## config.mk

```make
export PLATFORM = sky130hd
export DESIGN_NAME = quad_decoder
export DESIGN_NICKNAME = d
export VERILOG_FILES = /design/src/rtl/qd_pkg.sv /design/src/rtl/qd_cond.sv /design/src/rtl/qd_filter.sv /design/src/rtl/qd_core.sv /design/src/rtl/qd_events.sv /design/src/rtl/quad_decoder.sv
export SDC_FILE = /design/constraint.sdc
export NUM_CORES = 1
export LEC_CHECK = 0
export ABC_CLOCK_PERIOD_IN_PS = 1060
export CORE_MARGIN = 4
export CORE_UTILIZATION = 40
export DETAILED_ROUTE_END_ITERATION = 7
export PLACE_DENSITY = 0.78
export SYNTH_ARGS = -nofsm -noshare
export SYNTH_HDL_FRONTEND = slang
export SYNTH_SLANG_ARGS = --single-unit
export TNS_END_PERCENT = 20
```

## constraint.sdc

```tcl
create_clock -name clk -period 1.06 [get_ports clk]
set_input_delay 0.159 -clock clk [delete_from_list [all_inputs] [get_ports clk]]
set_output_delay 0.159 -clock clk [all_outputs]
set_load 0.02 [all_outputs]
```

## src/rtl/qd_pkg.sv

```systemverilog
package qd_pkg;
  localparam int NUM_IN       = 3;
  localparam int CH_A         = 0;
  localparam int CH_B         = 1;
  localparam int CH_IDX       = 2;
  localparam int NUM_EV       = 3;
  localparam int EV_IDX       = 0;
  localparam int EV_DIRCHG    = 1;
  localparam int EV_QERR      = 2;
  localparam int STAT_DIR_BIT = 8;
  localparam int STAT_W       = STAT_DIR_BIT + 1;
endpackage

```

## src/rtl/qd_cond.sv

```systemverilog
module qd_cond
  import qd_pkg::*;
(
  input  logic              pha_i,
  input  logic              phb_i,
  input  logic              idx_i,
  input  logic              inv_a_i,
  input  logic              inv_b_i,
  input  logic              inv_idx_i,
  input  logic              swap_ab_i,
  input  logic              idx_from_b_i,
  output logic [NUM_IN-1:0] cond_o
);
  logic a_pol, b_pol, i_pol;
  logic a_sw, b_sw;

  always_comb begin
    a_pol = pha_i ^ inv_a_i;
    b_pol = phb_i ^ inv_b_i;
    i_pol = idx_i ^ inv_idx_i;
    a_sw  = swap_ab_i ? b_pol : a_pol;
    b_sw  = swap_ab_i ? a_pol : b_pol;
    cond_o         = '0;
    cond_o[CH_A]   = a_sw;
    cond_o[CH_B]   = b_sw;
    cond_o[CH_IDX] = idx_from_b_i ? b_sw : i_pol;
  end
endmodule

```

## src/rtl/qd_filter.sv

```systemverilog
module qd_filter #(
  parameter int CW = 6
) (
  input  logic          clk,
  input  logic          rst_n,
  input  logic          en_i,
  input  logic [CW-1:0] limit_i,
  input  logic          din_i,
  output logic          dout_o
);
  logic [CW-1:0] cnt_q, cnt_n;
  logic          out_q, out_n;

  always_comb begin
    cnt_n = cnt_q;
    out_n = out_q;
    if (!en_i) begin
      cnt_n = '0;
      out_n = din_i;
    end else if (din_i == out_q) begin
      cnt_n = '0;
    end else if (cnt_q >= limit_i) begin
      cnt_n = '0;
      out_n = din_i;
    end else begin
      cnt_n = cnt_q + 1'b1;
    end
  end

  always_ff @(posedge clk or negedge rst_n) begin
    if (!rst_n) begin
      cnt_q <= '0;
      out_q <= 1'b0;
    end else begin
      cnt_q <= cnt_n;
      out_q <= out_n;
    end
  end

  assign dout_o = out_q;
endmodule

```

## src/rtl/qd_core.sv

```systemverilog
module qd_core
  import qd_pkg::*;
(
  input  logic              clk,
  input  logic              rst_n,
  input  logic [NUM_IN-1:0] filt_i,
  input  logic              edge_a_only_i,
  output logic              up_o,
  output logic              dn_o,
  output logic              dir_o,
  output logic [NUM_EV-1:0] ev_o
);
  logic [NUM_IN-1:0] prev_q;
  logic              up_q, dn_q, dir_q;
  logic [NUM_EV-1:0] ev_q;

  logic              a_chg, b_chg, both_chg, cnt_evt, fwd;
  logic              up_n, dn_n, dir_n;
  logic [NUM_EV-1:0] ev_n;

  always_comb begin
    a_chg    = filt_i[CH_A] ^ prev_q[CH_A];
    b_chg    = filt_i[CH_B] ^ prev_q[CH_B];
    both_chg = a_chg & b_chg;
    if (edge_a_only_i) begin
      cnt_evt = a_chg & ~b_chg;
      fwd     = filt_i[CH_A] ^ filt_i[CH_B];
    end else begin
      cnt_evt = a_chg ^ b_chg;
      fwd     = filt_i[CH_A] ^ prev_q[CH_B];
    end
    up_n  = cnt_evt & fwd;
    dn_n  = cnt_evt & ~fwd;
    dir_n = cnt_evt ? ~fwd : dir_q;
    ev_n            = '0;
    ev_n[EV_IDX]    = filt_i[CH_IDX] & ~prev_q[CH_IDX];
    ev_n[EV_DIRCHG] = cnt_evt & (~fwd != dir_q);
    ev_n[EV_QERR]   = both_chg;
  end

  always_ff @(posedge clk or negedge rst_n) begin
    if (!rst_n) begin
      prev_q <= '0;
      up_q   <= 1'b0;
      dn_q   <= 1'b0;
      dir_q  <= 1'b0;
      ev_q   <= '0;
    end else begin
      prev_q <= filt_i;
      up_q   <= up_n;
      dn_q   <= dn_n;
      dir_q  <= dir_n;
      ev_q   <= ev_n;
    end
  end

  assign up_o  = up_q;
  assign dn_o  = dn_q;
  assign dir_o = dir_q;
  assign ev_o  = ev_q;
endmodule

```

## src/rtl/qd_events.sv

```systemverilog
module qd_events
  import qd_pkg::*;
(
  input  logic              clk,
  input  logic              rst_n,
  input  logic [NUM_EV-1:0] ev_i,
  input  logic              dir_i,
  input  logic              rd_i,
  input  logic [NUM_EV-1:0] en_set_i,
  input  logic [NUM_EV-1:0] en_clr_i,
  output logic [STAT_W-1:0] stat_o,
  output logic [NUM_EV-1:0] mask_o,
  output logic              irq_o
);
  logic [NUM_EV-1:0] flags_q, flags_n;
  logic [NUM_EV-1:0] mask_q, mask_n;

  always_comb begin
    flags_n = (rd_i ? '0 : flags_q) | ev_i;
    mask_n  = (mask_q | en_set_i) & ~en_clr_i;
  end

  always_ff @(posedge clk or negedge rst_n) begin
    if (!rst_n) begin
      flags_q <= '0;
      mask_q  <= '0;
    end else begin
      flags_q <= flags_n;
      mask_q  <= mask_n;
    end
  end

  always_comb begin
    stat_o               = '0;
    stat_o[NUM_EV-1:0]   = flags_q;
    stat_o[STAT_DIR_BIT] = dir_i;
  end

  assign mask_o = mask_q;
  assign irq_o  = |(flags_q & mask_q);
endmodule

```

## src/rtl/quad_decoder.sv

```systemverilog
module quad_decoder
  import qd_pkg::*;
#(
  parameter int FILT_W = 6
) (
  input  logic              clk,
  input  logic              rst_n,
  input  logic              pha_i,
  input  logic              phb_i,
  input  logic              idx_i,
  input  logic              inv_a_i,
  input  logic              inv_b_i,
  input  logic              inv_idx_i,
  input  logic              swap_ab_i,
  input  logic              idx_from_b_i,
  input  logic              edge_a_only_i,
  input  logic              filt_en_i,
  input  logic [FILT_W-1:0] filt_max_i,
  input  logic              stat_rd_i,
  input  logic [NUM_EV-1:0] irq_en_i,
  input  logic [NUM_EV-1:0] irq_dis_i,
  output logic [STAT_W-1:0] stat_o,
  output logic [NUM_EV-1:0] irq_mask_o,
  output logic              irq_o,
  output logic              cnt_up_o,
  output logic              cnt_dn_o
);
  logic [1:0]        rst_sync_q;
  logic              srst_n;
  logic [NUM_IN-1:0] cond_w;
  logic [NUM_IN-1:0] filt_w;
  logic [NUM_EV-1:0] core_ev;
  logic              core_dir;

  // asynchronous assertion, synchronous release
  always_ff @(posedge clk or negedge rst_n) begin
    if (!rst_n) rst_sync_q <= 2'b00;
    else        rst_sync_q <= {rst_sync_q[0], 1'b1};
  end
  assign srst_n = rst_sync_q[1];

  qd_cond u_cond (
    .pha_i        (pha_i),
    .phb_i        (phb_i),
    .idx_i        (idx_i),
    .inv_a_i      (inv_a_i),
    .inv_b_i      (inv_b_i),
    .inv_idx_i    (inv_idx_i),
    .swap_ab_i    (swap_ab_i),
    .idx_from_b_i (idx_from_b_i),
    .cond_o       (cond_w)
  );

  for (genvar g = 0; g < NUM_IN; g++) begin : g_filt
    qd_filter #(.CW(FILT_W)) u_filt (
      .clk     (clk),
      .rst_n   (srst_n),
      .en_i    (filt_en_i),
      .limit_i (filt_max_i),
      .din_i   (cond_w[g]),
      .dout_o  (filt_w[g])
    );
  end

  qd_core u_core (
    .clk           (clk),
    .rst_n         (srst_n),
    .filt_i        (filt_w),
    .edge_a_only_i (edge_a_only_i),
    .up_o          (cnt_up_o),
    .dn_o          (cnt_dn_o),
    .dir_o         (core_dir),
    .ev_o          (core_ev)
  );

  qd_events u_ev (
    .clk      (clk),
    .rst_n    (srst_n),
    .ev_i     (core_ev),
    .dir_i    (core_dir),
    .rd_i     (stat_rd_i),
    .en_set_i (irq_en_i),
    .en_clr_i (irq_dis_i),
    .stat_o   (stat_o),
    .mask_o   (irq_mask_o),
    .irq_o    (irq_o)
  );
endmodule

```

Word-level counts from Yosys, hierarchy flattened
Index checks and enable logic that the tools add are counted.
{"block": "classes", "div_mod_pow": 0, "mul": 0, "shifts": 0, "reduce_logical": 4, "eq_ne": 10, "n_lt_le_gt_ge": 3, "bitwise_logic": 22, "mux": 24, "add_sub_neg": 3}
{"op": "two-way mux 6 bit", "count": 9}
{"op": "adder 6 x 1 -> 6 bit, second input constant", "count": 3}
{"op": "greater-or-equal comparator 6 bit", "count": 3}
{"op": "two-way mux 1 bit", "count": 14}
{"op": "bitwise XOR 1 bit", "count": 8}
{"op": "bitwise AND 1 bit", "count": 6}
{"op": "bitwise AND 3 bit", "count": 2}
{"op": "inequality test 2 x 1 -> 1 bit, second input constant", "count": 3}
{"op": "inequality test 2 bit, second input constant", "count": 3}
{"op": "bitwise OR 3 bit", "count": 2}
{"op": "AND reduction 2 bit", "count": 3}
{"op": "== test 1 bit", "count": 3}
{"op": "two-way mux 3 bit", "count": 1}
{"op": "inverter 1 bit", "count": 3}
{"op": "inverter 3 bit", "count": 1}
{"op": "OR reduction 3 bit", "count": 1}
{"op": "inequality test 1 bit", "count": 1}
{"block": "totals", "latch_bits": 0, "out_inout_bits": 15, "rom_bits": 0, "in_bits": 25, "memories": 0, "mem_bits_rw": 0, "register_bits": 38, "elab_cells": 80}

Depth between registers and ports, before layout
{"block": "depth", "ltp_word": 6, "mapped_depth": 6, "mapped_depth_nobuf": 6}

Hierarchy
A second synthesis with hierarchy kept.
{"block": "unflattened", "hier_cells": 199, "hier_area_um2": 2144.6}
{"mod": "qd_filter", "area_per_inst_um2": 461.7, "n_inst": 3, "cells_each": 46, "seq_area_each_um2": 175.2}
{"mod": "qd_core", "area_per_inst_um2": 360.3, "n_inst": 1, "cells_each": 25, "seq_area_each_um2": 225.2}
{"mod": "qd_events", "area_per_inst_um2": 262.8, "n_inst": 1, "cells_each": 25, "seq_area_each_um2": 150.1}
{"mod": "qd_cond", "area_per_inst_um2": 82.6, "n_inst": 1, "cells_each": 8, "seq_area_each_um2": 0.0}
{"mod": "quad_decoder", "area_per_inst_um2": 53.8, "n_inst": 1, "cells_each": 3, "seq_area_each_um2": 50.0}

Worst setup path before layout
OpenSTA, ideal clock, no wires.
{"block": "synth_path", "path_type": "register to register", "from": "register g_filt[0].u_filt.cnt_q[2]", "to": "register g_filt[0].u_filt.out_q", "stages_incl_launch_ff": 6, "period_less_slack_ns": 1.643, "t_required_ns": 0.935, "slack_ns": -0.583, "n_path_buf": 0, "setup_ns": 0.125, "arrival_time_ns": 1.518, "path_cell_list": "dfrtp_1 ha_1 a21o_1 a31oi_1 o21ai_1 mux2_2"}
{"block": "synth_between", "elab_chain_cells": 3}
{"element": "start, declared", "line": "qd_filter.sv:11", "rtl": "logic [CW-1:0] cnt_q, cnt_n;"}
{"element": "start signal, assigned", "line": "qd_filter.sv:35", "rtl": "cnt_q <= cnt_n;"}
{"element": "greater-or-equal comparator 6 bit", "line": "qd_filter.sv:22", "rtl": "end else if (cnt_q >= limit_i) begin"}
{"element": "inequality test 2 x 1 -> 1 bit (no line)"}
{"element": "AND reduction 2 bit (no line)"}
{"element": "end signal, assigned", "line": "qd_filter.sv:36", "rtl": "out_q <= out_n;"}
{"element": "end, declared", "line": "qd_filter.sv:12", "rtl": "logic out_q, out_n;"}
Every way passes these cells.
A chain may end at the register's enable or synchronous reset.

Worst setup path in the final report
{"block": "layout_path", "from": "register g_filt[1].u_filt.cnt_q[4]", "to": "register g_filt[1].u_filt.out_q"}
{"block": "layout_between", "elab_chain_cells": 3}
{"element": "start, declared", "line": "qd_filter.sv:11"}
{"element": "start signal, assigned", "line": "qd_filter.sv:35"}
{"element": "greater-or-equal comparator 6 bit", "line": "qd_filter.sv:22"}
{"element": "inequality test 2 x 1 -> 1 bit (no line)"}
{"element": "AND reduction 2 bit (no line)"}
{"element": "end signal, assigned", "line": "qd_filter.sv:36"}
{"element": "end, declared", "line": "qd_filter.sv:12"}
Every way passes these cells.

==> qor.txt <==
========================================================================================================
Via count of the routed design                                                                      1694
Data required time at the worst endpoint                                                         1240 ps
Area Overhead vs Synth                                                                            60.81%
Syn avg cell area                                                                             11.05 um^2
HPWL after DPL                                                                                   3172 um
Cell Area, Synth                                                                            0.002066 mm^2
Final core utilization                                                                            68.52%
H-tree level count                                                                                     2
Worst R2R Setup Slack                                                                            -530 ps
Clock latency on the worst-skew pair                                                              290 ps
Shortest period the worst path allows                                                            1594 ps
Number of primary I/O pins                                                                            40
Transition time at the pin with the least slew margin                                           503.0 ps
Global routing usage summed across all routing layers                                             17.00%
Number of iterations in the first detailed-routing pass                                                7
Iteration-0 DRC Markers                                                                               46
Register Area                                                                                 950.9 um^2
Antenna cells                                                                                          0
Peak supply drop                                                                               0.7634 mV
WL final                                                                                         5255 um
Peak clock frequency supported by timing                                                      0.6274 GHz
Crit share post-route                                                                             150.4%
Root Buffer Master                                                                              clkbuf_8
Area of the die                                                                             0.006378 mm^2
Final weighted congestion in routability-driven placement                                         0.7538
Final Max Slew Viols                                                                                   0
Violations in the final reports                                                             setup timing
Global-route congestion overflow total                                                                 0
Distinct cell type count after synthesis                                                              25
Critical R2R Launch                                                                         g_filt[1].u_filt.cnt_q[4]$_DFF_PN0_
Number of design rule violations left after detail routing                                             0
R2R Path End                                                                                g_filt[1].u_filt.dout_o$_DFFE_PN0P_
Main area contributors after synthesis                                                      dfrtp_1 (46%), ha_1 (14%), xnor2_1 (4.7%)
Fillers                                                                                              334
Maximum count of clock buffers along a single path                                                     2
Largest fanout of any net on the critical path                                                         3
Logic depth of the worst register-to-register path                                                     5
Total area of multi-input combinational cells                                               0.001389 mm^2
Floorplan die width                                                                             79.87 um
Number of synthesized register bits                                                                   38
Maximum number of pins on one net before global-route repair                                          37
Sequential cell area fraction in the yosys report                                                 46.03%
Top post-synthesis cells by count                                                           dfrtp_1 (38), ha_1 (23), nor3_1 (15), inv_1 (13), nor2_1 (12)
Cell breakdown of the critical path                                                         ha_4 -> a21o_1 -> a21oi_2 -> o21ai_4 -> mux2_4
Std cell rows                                                                                         25
Final worst setup slack                                                                        -533.8 ps
Number of cells produced by synthesis                                                                187
CP endpoint kind                                                                               flip-flop
Average vias per placed instance                                                                   4.997
Post-route setup TNS                                                                           -10730 ps
Sum of routed wire segments on met1                                                              1904 um
Antenna violations before repair                                                                       0
Sink count of the clock tree                                                                          38
Yosys warning total                                                                                    0
Met3 Wirelength                                                                                   221 um
Via count of the first global-routing pass                                                          1853
Count of hold buffers inserted by post-cts repair                                                      0
Number of buffers added by the clock tree synthesis step                                               5
Power density over the cells                                                                1598 mW/mm^2
Fraction of layout instances using a drive strength above 1                                       42.28%
Detail Route met2 WL                                                                             2956 um
Most common cell in the synthesized netlist                                                      dfrtp_1
Post-CTS clock slew at the launch and capture registers of the worst setup and hold paths          80 ps
Post-route ant nets                                                                                    0
Die Span Y                                                                                      79.87 um
Category of cells accounting for the largest share of critical-path delay                   compound AO/OA/AOI/OAI gates
Arrival time of data at the critical path endpoint                                               1770 ps
Classification of the worst setup path                                                        reg -> reg
Wire length of the first global-routing pass                                                     8307 um
Type of origin of the critical path                                                            flip-flop
Slowest-stage cell, CP                                                                           dfrtp_1
Setup repair after global routing missed its margin                                                  yes
Static power due to leakage                                                                  0.001601 uW
Worst max-slew margin expressed relative to the limit                                             66.30%
Total buffers and inverters traversed by the critical path                                             0
Final hold violation count                                                                             0
Final Setup Violations                                                                                32
Commonest register cell after synthesis                                                          dfrtp_1
Net count, final                                                                                     319
Worst setup startpoint                                                                      g_filt[1].u_filt.cnt_q[4]$_DFF_PN0_
Uppermost metal layer occupied by signal nets                                                       met4
Worst hold path class                                                                        in -> async
Post-route clock skew                                                                           3.072 ps
Result of the run                                                                           complete, but fails checks
Core region area                                                                            0.004848 mm^2
EDFF count, synth                                                                                      0
Area share of the leading cell type in the synthesized netlist                                    46.03%
Top cell type by total area after synthesis                                                      dfrtp_1
Post-DR wirelength/cell                                                                         15.50 um
Share of async-settable or async-resettable flops after synthesis                                 100.0%
Worst stage delay on the critical path                                                            430 ps
Effective utilization at floorplan                                                                42.61%
Count of input and output buffers                                                                     34
CTS tree                                                                                           built
Number of maximum-capacitance constraint violations                                                    0
========================================================================================================
-- flip-flops by register name (all words and copies together), names as in the netlist --
name,flops
g_filt.u_filt.cnt_q,18
g_filt.u_filt.dout_o,3
u_core.ev_o,3
u_core.prev_q,3
u_ev.flags_q,3
u_ev.mask_o,3
rst_sync_q,2
u_core.dir_o,1
u_core.dn_o,1
u_core.up_o,1
-- routing by layer --
metal	vias to the layer above	global-route usage (%)
li1	800	-
met1	831	16.54
met2	45	32.89
met3	18	4.628
met4	0	7.601
met5	-	0
-- final cells by class --
type	instances	share of cell area, %
Tap cell	67	2.524
Clock inverter	2	1.808
Timing Repair Buffer	79	21.28
Sequential cell	38	28.63
Inverter	13	1.469
Clock buffer	6	2.486
Multi-Input combinational cell	134	41.81
-- how the worst max path moves through the flow --
| stage | end | slack, ps | cells past startpoint |
|---|---|---|---|
| floorplan | g_filt[0].u_filt.dout_o$_DFFE_PN0P_ | -470 | 5 |
| global placement | g_filt[2].u_filt.dout_o$_DFFE_PN0P_ | -800 | 7 |
| detailed placement | g_filt[2].u_filt.cnt_q[2]$_DFF_PN0_ | -890 | 8 |
| CTS | g_filt[1].u_filt.dout_o$_DFFE_PN0P_ | -500 | 5 |
| global route | g_filt[0].u_filt.dout_o$_DFFE_PN0P_ | -580 | 6 |
| finish | g_filt[1].u_filt.dout_o$_DFFE_PN0P_ | -530 | 5 |
-- cells by family after synthesis --
kind of cell	count (synthesis)	share of synthesized area, %
AND/OR/NAND/NOR	52	12.66
other	2	0.3636
buffers and inverters	19	4.543
adder cells (fa/ha/maj)	23	13.93
multiplexers	9	4.603
flip-flops	38	46.03
AO/OA/AOI/OAI	21	7.086
XOR/XNOR	23	10.78
-- stage by stage --
stage          instance area, um^2  total power [uW]  std cells  setup slack [ps]  hold slack (ps)
5_1_grt                       3322              5582        339            -584.1            11.83
4_1_cts                       3172              5092        335            -503.7            17.30
3_3_place_gp                  2788              3328        325            -801.8            231.9
6_report                      3322              5308        339            -533.8            21.28
2_1_floorplan                 2103              2654        191            -468.2           -136.6
3_5_place_dp                  2788              3376        325            -892.0            236.1
-- timing repair --
item,4_1_cts,5_1_grt
endpoints found under the setup margin,35,32
setup buffers,2,4
resized for setup,94,22
pin swaps,12,10
endpoints found under the hold margin,0,0
-- cells in the final DEF (no fill, tap or decap), types with 2 or more instances in the layout --
cell type / instances
ha_1: 16
nand2_1: 3
xor2_1: 9
a21o_1: 9
inv_2: 4
inv_1: 9
nor2_1: 11
xnor2_1: 8
buf_6: 15
nand3_1: 10
xnor2_2: 4
dlygate4sd2_1: 4
buf_4: 35
a31oi_4: 2
nor3_1: 2
nand2b_4: 3
nor3b_2: 3
clkdlybuf4s50_1: 20
nor3_4: 2
ha_4: 7
conb_1: 6
bufinv_16: 2
clkbuf_8: 6
buf_2: 3
mux2i_1: 3
o21ai_4: 2
mux2_4: 3
nor3_2: 11
dfrtp_1: 38
nand2b_1: 3
nor2b_1: 2
a21oi_2: 3
-- report_power, final --
part / internal (uW) / total (uW) / switching, uW
Combinational: 1020 / 1990 / 970
Clock: 1000 / 1520 / 514
Sequential: 1680 / 1800 / 124
Total: 3700 / 5310 / 1610
No activity file was read; power rests on OpenSTA's default activity.
